[src/rtl/llsc_pkg.sv]
package llsc_pkg;

    // Default geometry of the reservation
    localparam int DEF_ADDR_W      = 32;
    localparam int DEF_BLOCK_BYTES = 64;

    // Lanes of the compare against the stored reservation
    localparam int L_REQ   = 0;
    localparam int L_SNOOP = 1;
    localparam int L_EVICT = 2;
    localparam int N_OLD_LANES = 3;

    // Lanes of the compare against an incoming load-linked block
    localparam int K_SNOOP = 0;
    localparam int K_EVICT = 1;
    localparam int N_NEW_LANES = 2;

    // Registered answer to a store-conditional
    typedef struct packed {
        logic done;
        logic pass;
        logic wr;
    } sc_out_t;

    function automatic int blk_off_bits(input int block_bytes);
        return $clog2(block_bytes);
    endfunction

endpackage

[src/rtl/llsc_blk_cmp.sv]
module llsc_blk_cmp #(
    parameter int ADDR_W = 32,
    parameter int OFF_W  = 6,
    parameter int N      = 2
) (
    input  logic [ADDR_W-1:0]       addr [N],
    input  logic [N-1:0]            vld,
    input  logic [ADDR_W-OFF_W-1:0] ref_tag,
    output logic [N-1:0]            hit
);
    localparam int TAG_W = ADDR_W - OFF_W;

    logic [ADDR_W-1:0] ref_ext;
    assign ref_ext = ADDR_W'(ref_tag);

    for (genvar i = 0; i < N; i++) begin : g_lane
        logic [ADDR_W-1:0] blk_no;
        assign blk_no = addr[i] >> OFF_W;
        assign hit[i] = vld[i] && (blk_no == ref_ext);
    end

    if (TAG_W < 1) begin : g_bad
        initial $display("llsc_blk_cmp: block larger than address space");
    end
endmodule

[src/rtl/llsc_resv_reg.sv]
module llsc_resv_reg #(
    parameter int TAG_W = 26
) (
    input  logic             clk,
    input  logic             rst,
    input  logic             load,
    input  logic             load_armed,
    input  logic [TAG_W-1:0] load_tag,
    input  logic             drop,
    output logic             armed,
    output logic [TAG_W-1:0] tag
);
    always_ff @(posedge clk) begin
        if (rst) begin
            armed <= 1'b0;
            tag   <= '0;
        end else if (load) begin
            armed <= load_armed;
            tag   <= load_tag;
        end else if (drop) begin
            armed <= 1'b0;
        end
    end
endmodule

[src/rtl/llsc_sc_result.sv]
module llsc_sc_result
    import llsc_pkg::*;
(
    input  logic    clk,
    input  logic    rst,
    input  logic    sc_req,
    input  logic    grant,
    output sc_out_t res
);
    always_ff @(posedge clk) begin
        if (rst) begin
            res <= '0;
        end else begin
            res.done <= sc_req;
            res.pass <= sc_req && grant;
            res.wr   <= sc_req && grant;
        end
    end
endmodule

[src/rtl/llsc_resv_unit.sv]
module llsc_resv_unit
    import llsc_pkg::*;
#(
    parameter int ADDR_W      = DEF_ADDR_W,
    parameter int BLOCK_BYTES = DEF_BLOCK_BYTES
) (
    input  logic              clk,
    input  logic              rst,
    input  logic              ll_req,
    input  logic              sc_req,
    input  logic [ADDR_W-1:0] req_addr,
    input  logic              snoop_inv_valid,
    input  logic [ADDR_W-1:0] snoop_inv_addr,
    input  logic              evict_valid,
    input  logic [ADDR_W-1:0] evict_addr,
    input  logic              ctx_switch,
    output logic              sc_done,
    output logic              sc_pass,
    output logic              cache_wr_en
);
    localparam int OFF_W = blk_off_bits(BLOCK_BYTES);
    localparam int TAG_W = ADDR_W - OFF_W;

    logic             resv_armed;
    logic [TAG_W-1:0] resv_tag;
    logic [TAG_W-1:0] req_tag;

    // Compare incoming addresses with the stored reservation
    logic [ADDR_W-1:0]      old_addr [N_OLD_LANES];
    logic [N_OLD_LANES-1:0] old_vld;
    logic [N_OLD_LANES-1:0] old_hit;

    assign old_addr[L_REQ]   = req_addr;
    assign old_addr[L_SNOOP] = snoop_inv_addr;
    assign old_addr[L_EVICT] = evict_addr;
    assign old_vld[L_REQ]    = sc_req;
    assign old_vld[L_SNOOP]  = snoop_inv_valid;
    assign old_vld[L_EVICT]  = evict_valid;

    llsc_blk_cmp #(.ADDR_W(ADDR_W), .OFF_W(OFF_W), .N(N_OLD_LANES)) u_cmp_old (
        .addr    (old_addr),
        .vld     (old_vld),
        .ref_tag (resv_tag),
        .hit     (old_hit)
    );

    // Compare kill sources with the block a load-linked is about to reserve
    logic [ADDR_W-1:0]      new_addr [N_NEW_LANES];
    logic [N_NEW_LANES-1:0] new_vld;
    logic [N_NEW_LANES-1:0] new_hit;

    assign req_tag           = req_addr[ADDR_W-1:OFF_W];
    assign new_addr[K_SNOOP] = snoop_inv_addr;
    assign new_addr[K_EVICT] = evict_addr;
    assign new_vld[K_SNOOP]  = snoop_inv_valid;
    assign new_vld[K_EVICT]  = evict_valid;

    llsc_blk_cmp #(.ADDR_W(ADDR_W), .OFF_W(OFF_W), .N(N_NEW_LANES)) u_cmp_new (
        .addr    (new_addr),
        .vld     (new_vld),
        .ref_tag (req_tag),
        .hit     (new_hit)
    );

    // Reservation control
    logic kill_old, kill_new, take_ll, grant, drop;

    always_comb begin
        kill_old = old_hit[L_SNOOP] | old_hit[L_EVICT] | ctx_switch;
        kill_new = (|new_hit) | ctx_switch;
        take_ll  = ll_req & ~sc_req;
        grant    = sc_req & resv_armed & old_hit[L_REQ] & ~kill_old;
        drop     = sc_req | kill_old;
    end

    llsc_resv_reg #(.TAG_W(TAG_W)) u_resv (
        .clk        (clk),
        .rst        (rst),
        .load       (take_ll),
        .load_armed (~kill_new),
        .load_tag   (req_tag),
        .drop       (drop),
        .armed      (resv_armed),
        .tag        (resv_tag)
    );

    sc_out_t res;

    llsc_sc_result u_res (
        .clk    (clk),
        .rst    (rst),
        .sc_req (sc_req),
        .grant  (grant),
        .res    (res)
    );

    assign sc_done     = res.done;
    assign sc_pass     = res.pass;
    assign cache_wr_en = res.wr;
endmodule

[config.mk]
export PLATFORM = sky130hd
export DESIGN_NAME = llsc_resv_unit
export DESIGN_NICKNAME = d
export VERILOG_FILES = /design/src/rtl/llsc_pkg.sv /design/src/rtl/llsc_blk_cmp.sv /design/src/rtl/llsc_resv_reg.sv /design/src/rtl/llsc_sc_result.sv /design/src/rtl/llsc_resv_unit.sv
export SDC_FILE = /design/constraint.sdc
export NUM_CORES = 1
export LEC_CHECK = 0
export BUFFER_PORTS_ARGS = -buffer_cell sky130_fd_sc_hd__buf_2
export CORE_MARGIN = 10
export CORE_UTILIZATION = 36
export DETAILED_ROUTE_END_ITERATION = 8
export MAX_ROUTING_LAYER = met4
export PLACE_DENSITY = 0.66
export SYNTH_ARGS = -nofsm -noshare
export SYNTH_HDL_FRONTEND = slang
export SYNTH_SLANG_ARGS = --single-unit
[constraint.sdc]
create_clock -name clk -period 1.7 [get_ports clk]
set_clock_uncertainty 0.05 [all_clocks]
set_input_delay 0.51 -clock clk [delete_from_list [all_inputs] [get_ports clk]]
set_output_delay 0.51 -clock clk [all_outputs]
set_load 0.05 [all_outputs]
==> results.toml, run 1 <==
[detailed_routing]
via_total_after_detailed_routing = 2672
wl_per_cell_um = 17.14
first_iter_violations = 115
final_antenna_net_count = 0
wl_um = 9307
post_drt_via_cell_ratio = 4.921
post-route-drc-count = 0
firstDrtPassIters = 4

[yosys]
synth_top_cell_area_share_pct = 27.10
synthTopCellsByCount = "sky130_fd_sc_hd__xnor2_1 (75), sky130_fd_sc_hd__xor2_1 (55), sky130_fd_sc_hd__nand2_1 (54)"
yosys_most_used_dff = "sky130_fd_sc_hd__dfxtp_1"
yosys.cell_types.count = 16
synth_top_family_by_area = "XOR/XNOR gates"
syn-cell-area_um2 = 2424
postSynthRegisterBits = 29
synth_async_sr_flop_share_pct = 0
synth_compound_area_share_pct = 6.144
synth_sequential_area_ratio_pct = 23.95
synth_most_common_cell = "sky130_fd_sc_hd__xnor2_1"
synthTopCellsByArea = "sky130_fd_sc_hd__xnor2_1 (27%), sky130_fd_sc_hd__dfxtp_1 (24%), sky130_fd_sc_hd__xor2_1 (20%), sky130_fd_sc_hd__nand2_1 (8.4%), sky130_fd_sc_hd__nand4_1 (5.4%)"
synth_edf_count = 0
fraction_of_the_mapped_netlist_area_in_adder_cells_pct = 0
synthesis.nets = 407
synth_top_cell_by_area = "sky130_fd_sc_hd__xnor2_1"
syn_area_per_cell_um2 = 7.972
ys.warnings.count = 0
synthMuxAreaShare_pct = 0
synthSimpleGateAreaFrac_pct = 21.22
netlist_instances = 304
yosys.area_share.xor_xnor_pct = 46.98

[floorplanning]
dieWidth_um = 102.1
core.rowCount = 29
floorplan.initialDensity_pct = 37.52
core_area_um2 = 6459
floorplan_die_height_um = 102.1
boundaryPins = 106
die_area_um2 = 10410

[status]
outcome = "finished, violations left"
violations_in_the_final_reports = "negative setup slack"

[global_route]
globalRouteTotalUtil_pct = 18.31
gr-total-overflow = 0
grt_pass1_vias = 2832
antenna_found_initial = 0
grt_max_degree = 28
first_pass_grt_wire_length_um = 14390

[critical_path]
critical_path_at_ns = 1.83
critical_path_peak_fanout = 3
path_buf_inv = 0
worst-endpoint-required_ns = 1.83
critical_path.cell_chain = "xnor2_1 -> nand4_1 -> or4_1 -> o22ai_2 -> o22ai_1"
cp_slowest_stage_delay_ns = 0.53
cp_top_family = "simple AND/OR/NAND/NOR gates"
worst_setup_path_start_kind = "register"
end_kind = "register"
critical_path.slowest_cell = "sky130_fd_sc_hd__or4_1"
cp_class = "reg2reg"

[layout]
layout-drive-gt1-share_pct = 40.77
antenna_cells = 0
fin_util_pct = 56.99
syn2layout_area_growth_pct = 51.88
finish.cell_count_without_fillers = 543
nets = 569
fillCellCount = 615

[sta]
fin_crit_sh_pct = 100.3
worst_max_slew_margin_expressed_relative_to_the_limit_pct = 75.98
setup_violations = 1
layout_setup_ws_ns = -0.004897
achievable-frequency_ghz = 0.5865
timing.final.crit_period_ns = 1.705
drv_slew = 0
tightest_slew_ns = 0.3570
timing_hold_violations_final = 0

[clocking]
cts_tree = "yes"
clkTransAtPathRegs_ns = 0.07
clock_insertion_delay_worst_skew_ns = 0.29
cts_buffers = 5
root_buffer_master = "sky130_fd_sc_hd__clkbuf_8"
ctsHtreeMaxLevel = 2
clock_path_buffers = 2
numClockSinks = 29

[pwr]
power.density_nw_per_um2 = 573.3
p_leak_uw = 0.001628
vdd_ir_drop_max_uv = 332.4

[placement]
io_buffer_count = 87
pre_cts_slack_ns = -0.3278
place_hpwl_um = 7870
placer_s_final_routability_congestion_estimate = 0.9019
placed_cells_incl_taps = 536

[job]
count_of_maximum_capacitance_violations = 0

[worst_hold_path]
min_path_type = "in2reg"
==> worst register-to-register path, delay by kind of cell (launching register included) <==
family	cells	cell delay, ns
DFF	1	0.34
xor gates and xnor gates	1	0.24
and+or+nand+nor	2	0.65
AOI/OAI and AO/OA	2	0.30
==> cell families after synthesis <==
logic type	Yosys count
DFF	29
and+or+nand+nor	106
xor gates and xnor gates	130
AOI/OAI and AO/OA	29
buffers and inverters	10
==> stage by stage <==
step	setup TNS [ns]	total power, uW	instance area [um^2]	hold WS (ns)
after floorplan	0	1070	2424	0.4204
after global placement	-0.5865	1471	3500	0.4383
after detailed placement	-0.6347	1480	3500	0.4442
after CTS	0	2088	3607	0.4505
after global routing	-0.01000	2210	3681	0.4621
final	-0.004897	2110	3681	0.4470
==> power breakdown <==
part / internal, uW / switching [uW] / leakage, uW
clock network: 321 / 294 / 0.0000443
logic: 387 / 368 / 0.00134
registers: 711 / 29.5 / 0.000240
total: 1420 / 691 / 0.00163
==> state kept, by name (all words and copies together) (netlist names) <==
signal / cells
u_resv.armed: 1
u_res.res: 2
u_resv.tag: 26
==> what timing repair did <==
action	in CTS	in global routing
gates resized for setup	3	16
buffers inserted	0	0
hold buffers	0	0
pin swaps	0	3
endpoints found under the setup margin	2	2
==> worst paths after layout <==
check | endpoint | from | depth (start not counted) | slack [ns]
setup reg to reg | u_resv.armed | u_resv.tag[2] | 5 | -0.005
hold / removal | u_resv.tag[11] | req_addr[17] | 3 | 0.45
hold reg to reg | u_resv.armed | u_resv.armed | 2 | 0.45
setup / recovery | u_resv.armed | u_resv.tag[2] | 5 | -0.005
==> final cells by class <==
cell class                      count  area, um^2  share of cell area, %
Timing Repair Buffer              165        1021                  27.74
Tap cell                           77       96.34                  2.617
Clock buffer                        7       86.33                  2.345
Multi-Input combinational cell    265        1889                  51.33
Sequential cell                    29       588.1                  15.98
==> placed cells by master, fill, tap and decap left out, drive strengths merged <==
cell type and count:
clkbuf 7, nor2b 2, nand2b 1, xnor2 75, xor2 55, a21oi 26
nor4 12, nor2 3, dfxtp 29, or4 4, buf 165, o22ai 3
nand2 54, nand3 5, nor3 4, nand4 21
==> metal layers <==
layer / GRT usage (%) / up-vias / part of all wire [%]
met5: - / - / 0
met4: 5.206 / 0 / 1.5
met3: 3.576 / 12 / 6.3
met2: 29.48 / 86 / 46
met1: 22.73 / 1229 / 46
li1: - / 1345 / -
Note: power is estimated with default switching activity, not from simulation.
==> run 2, diff against run 1 <==
Settings changed: CELL_PAD_IN_SITES_DETAIL_PLACEMENT set to 1, CELL_PAD_IN_SITES_GLOBAL_PLACEMENT set to 1, CORE_UTILIZATION 36 to 30, PLACE_DENSITY 0.66 to not set, PLACE_DENSITY_LB_ADDON set to 0.1.
==> results.toml, run 2 (same netlist as run 1, synthesis figures left out) <==
[critical_path]
cp_class = "in2reg"
critical_path_at_ns = 1.80
worst_setup_path_start_kind = "input port"
reg2reg_depth = 5
critical_path.slowest_cell = "sky130_fd_sc_hd__or4_4"
timing.reg2reg.setup_slack_ns = 0.06
critical_path.cell_chain = "buf_2 -> xnor2_1 -> nand4_1 -> or4_4 -> o22ai_2 -> o22ai_1"
critical_path_peak_fanout = 3
cp_slowest_stage_delay_ns = 0.56
end_kind = "register"
worst-endpoint-required_ns = 1.82

[sta]
drv_slew = 0
setup_violations = 0
tightest_slew_ns = 0.4299
timing_hold_violations_final = 0
fin_crit_sh_pct = 99.26
achievable-frequency_ghz = 0.5926
timing.final.crit_period_ns = 1.687
worst_max_slew_margin_expressed_relative_to_the_limit_pct = 71.07

[clocking]
clkTransAtPathRegs_ns = 0.07
ctsHtreeMaxLevel = 2
cts_buffers = 5
clock_insertion_delay_worst_skew_ns = 0.28
root_buffer_master = "sky130_fd_sc_hd__clkbuf_8"
clock_path_buffers = 2
numClockSinks = 29
cts_tree = "yes"
postCtsHoldBufs = 0

[layout]
leading_cell_type_in_the_layout_fill_and_taps_excluded = "sky130_fd_sc_hd__buf_2"
syn2layout_area_growth_pct = 53.90
nets = 561
mostFrequentLayoutCells = "sky130_fd_sc_hd__buf_2 (87), sky130_fd_sc_hd__buf_4 (69), sky130_fd_sc_hd__xnor2_1 (57)"
largest_reg_flops = 26
layout_top_registers = "u_resv.tag: 26 flops, u_res.res: 2 flops, u_resv.armed: 1 flops"
layout-drive-gt1-share_pct = 41.18
fin_util_pct = 47.77
finalInstanceArea_um2 = 3730
antenna_cells = 0
register_bank_with_the_most_flops = "u_resv.tag"

[detailed_routing]
post-route-drc-count = 0
firstDrtPassIters = 4
final_antenna_net_count = 0
wl_per_cell_um = 18.35
via_total_after_detailed_routing = 2710
wl_um = 10290
first_iter_violations = 55
post_drt_via_cell_ratio = 4.831

[global_route]
globalRouteTotalUtil_pct = 17.60
antenna_found_initial = 0
gr-total-overflow = 0
first_pass_grt_wire_length_um = 15700
grt_pass1_vias = 2936
grt_max_degree = 28

[status]
outcome = "completed"

[placement]
dpl-instance-area_um2 = 3483
place_hpwl_um = 8661
placer_s_final_routability_congestion_estimate = 0.8851
io_buffer_count = 87

[pwr]
total_power_uw = 2091
power.density_nw_per_um2 = 560.7
p_leak_uw = 0.001637
vdd_ir_drop_max_uv = 264.3

[floorplanning]
die_area_um2 = 12070
dieWidth_um = 109.9
core_area_um2 = 7807
core.rowCount = 32
floorplan.initialDensity_pct = 31.04
floorplan_die_height_um = 109.9
boundaryPins = 106

[worst_hold_path]
worst_hold_path_depth = 2
min_path_type = "reg2reg"

[job]
count_of_maximum_capacitance_violations = 0
run 2: power breakdown:
part	switching (uW)	internal, uW	total (uW)	leakage, uW
Clock	276	291	567	0.0000395
Sequential	32.7	711	743	0.000239
Combinational	386	395	781	0.00136
Total	695	1400	2090	0.00164
run 2: path summary, 6_finish.rpt:
path                                      end      startpoint
worst max register to register   u_resv.armed  u_resv.tag[18]
worst min register to register  u_resv.tag[2]   u_resv.tag[2]
worst min-delay path            u_resv.tag[2]   u_resv.tag[2]
worst max-delay path             u_resv.armed    req_addr[15]
run 2: critical path: cells and delay by family:
family | cells | cell delay (ns)
XOR/XNOR | 1 | 0.17
AND/OR/NAND/NOR | 2 | 0.71
buffers and inverters | 1 | 0.13
AO/OA/AOI/OAI | 2 | 0.27
run 2: timing repair:
item	in CTS	in global routing
pin swaps	1	13
resized for setup	9	18
cloned	0	0
setup endpoints to repair	2	2
buffers inserted	0	0
run 2: per-layer routing:
layer  up-vias  share of wire (%)  wire [um]  track usage (%)
met2        83                 47       4861            28.37
met4         0                1.0        103            3.625
met3        10                5.0        518            2.984
met1      1283                 47       4809            22.57
li1       1334                  -          -                -
met5         -                  0          0                -
run 2: layout make-up:
class                           count  area, um^2
Clock buffer                        8       80.08
Fill cell                        1012        4078
Multi-Input combinational cell    265        1963
Sequential cell                    29       585.6
Tap cell                          102       127.6
Timing Repair Buffer              157       973.4
run 2: through the flow:
| step | setup TNS (ns) | hold slack, ns | std cells | setup WS [ns] |
|---|---|---|---|---|
| after floorplan | 0 | 0.4204 | 304 | 0.02910 |
| after global placement | -0.7213 | 0.4437 | 553 | -0.3738 |
| after detailed placement | -0.7749 | 0.4693 | 553 | -0.3961 |
| after CTS | 0 | 0.4571 | 561 | 0.002544 |
| after global routing | -0.0008894 | 0.4670 | 561 | -0.0008894 |
| final | 0 | 0.4470 | 561 | 0.01258 |
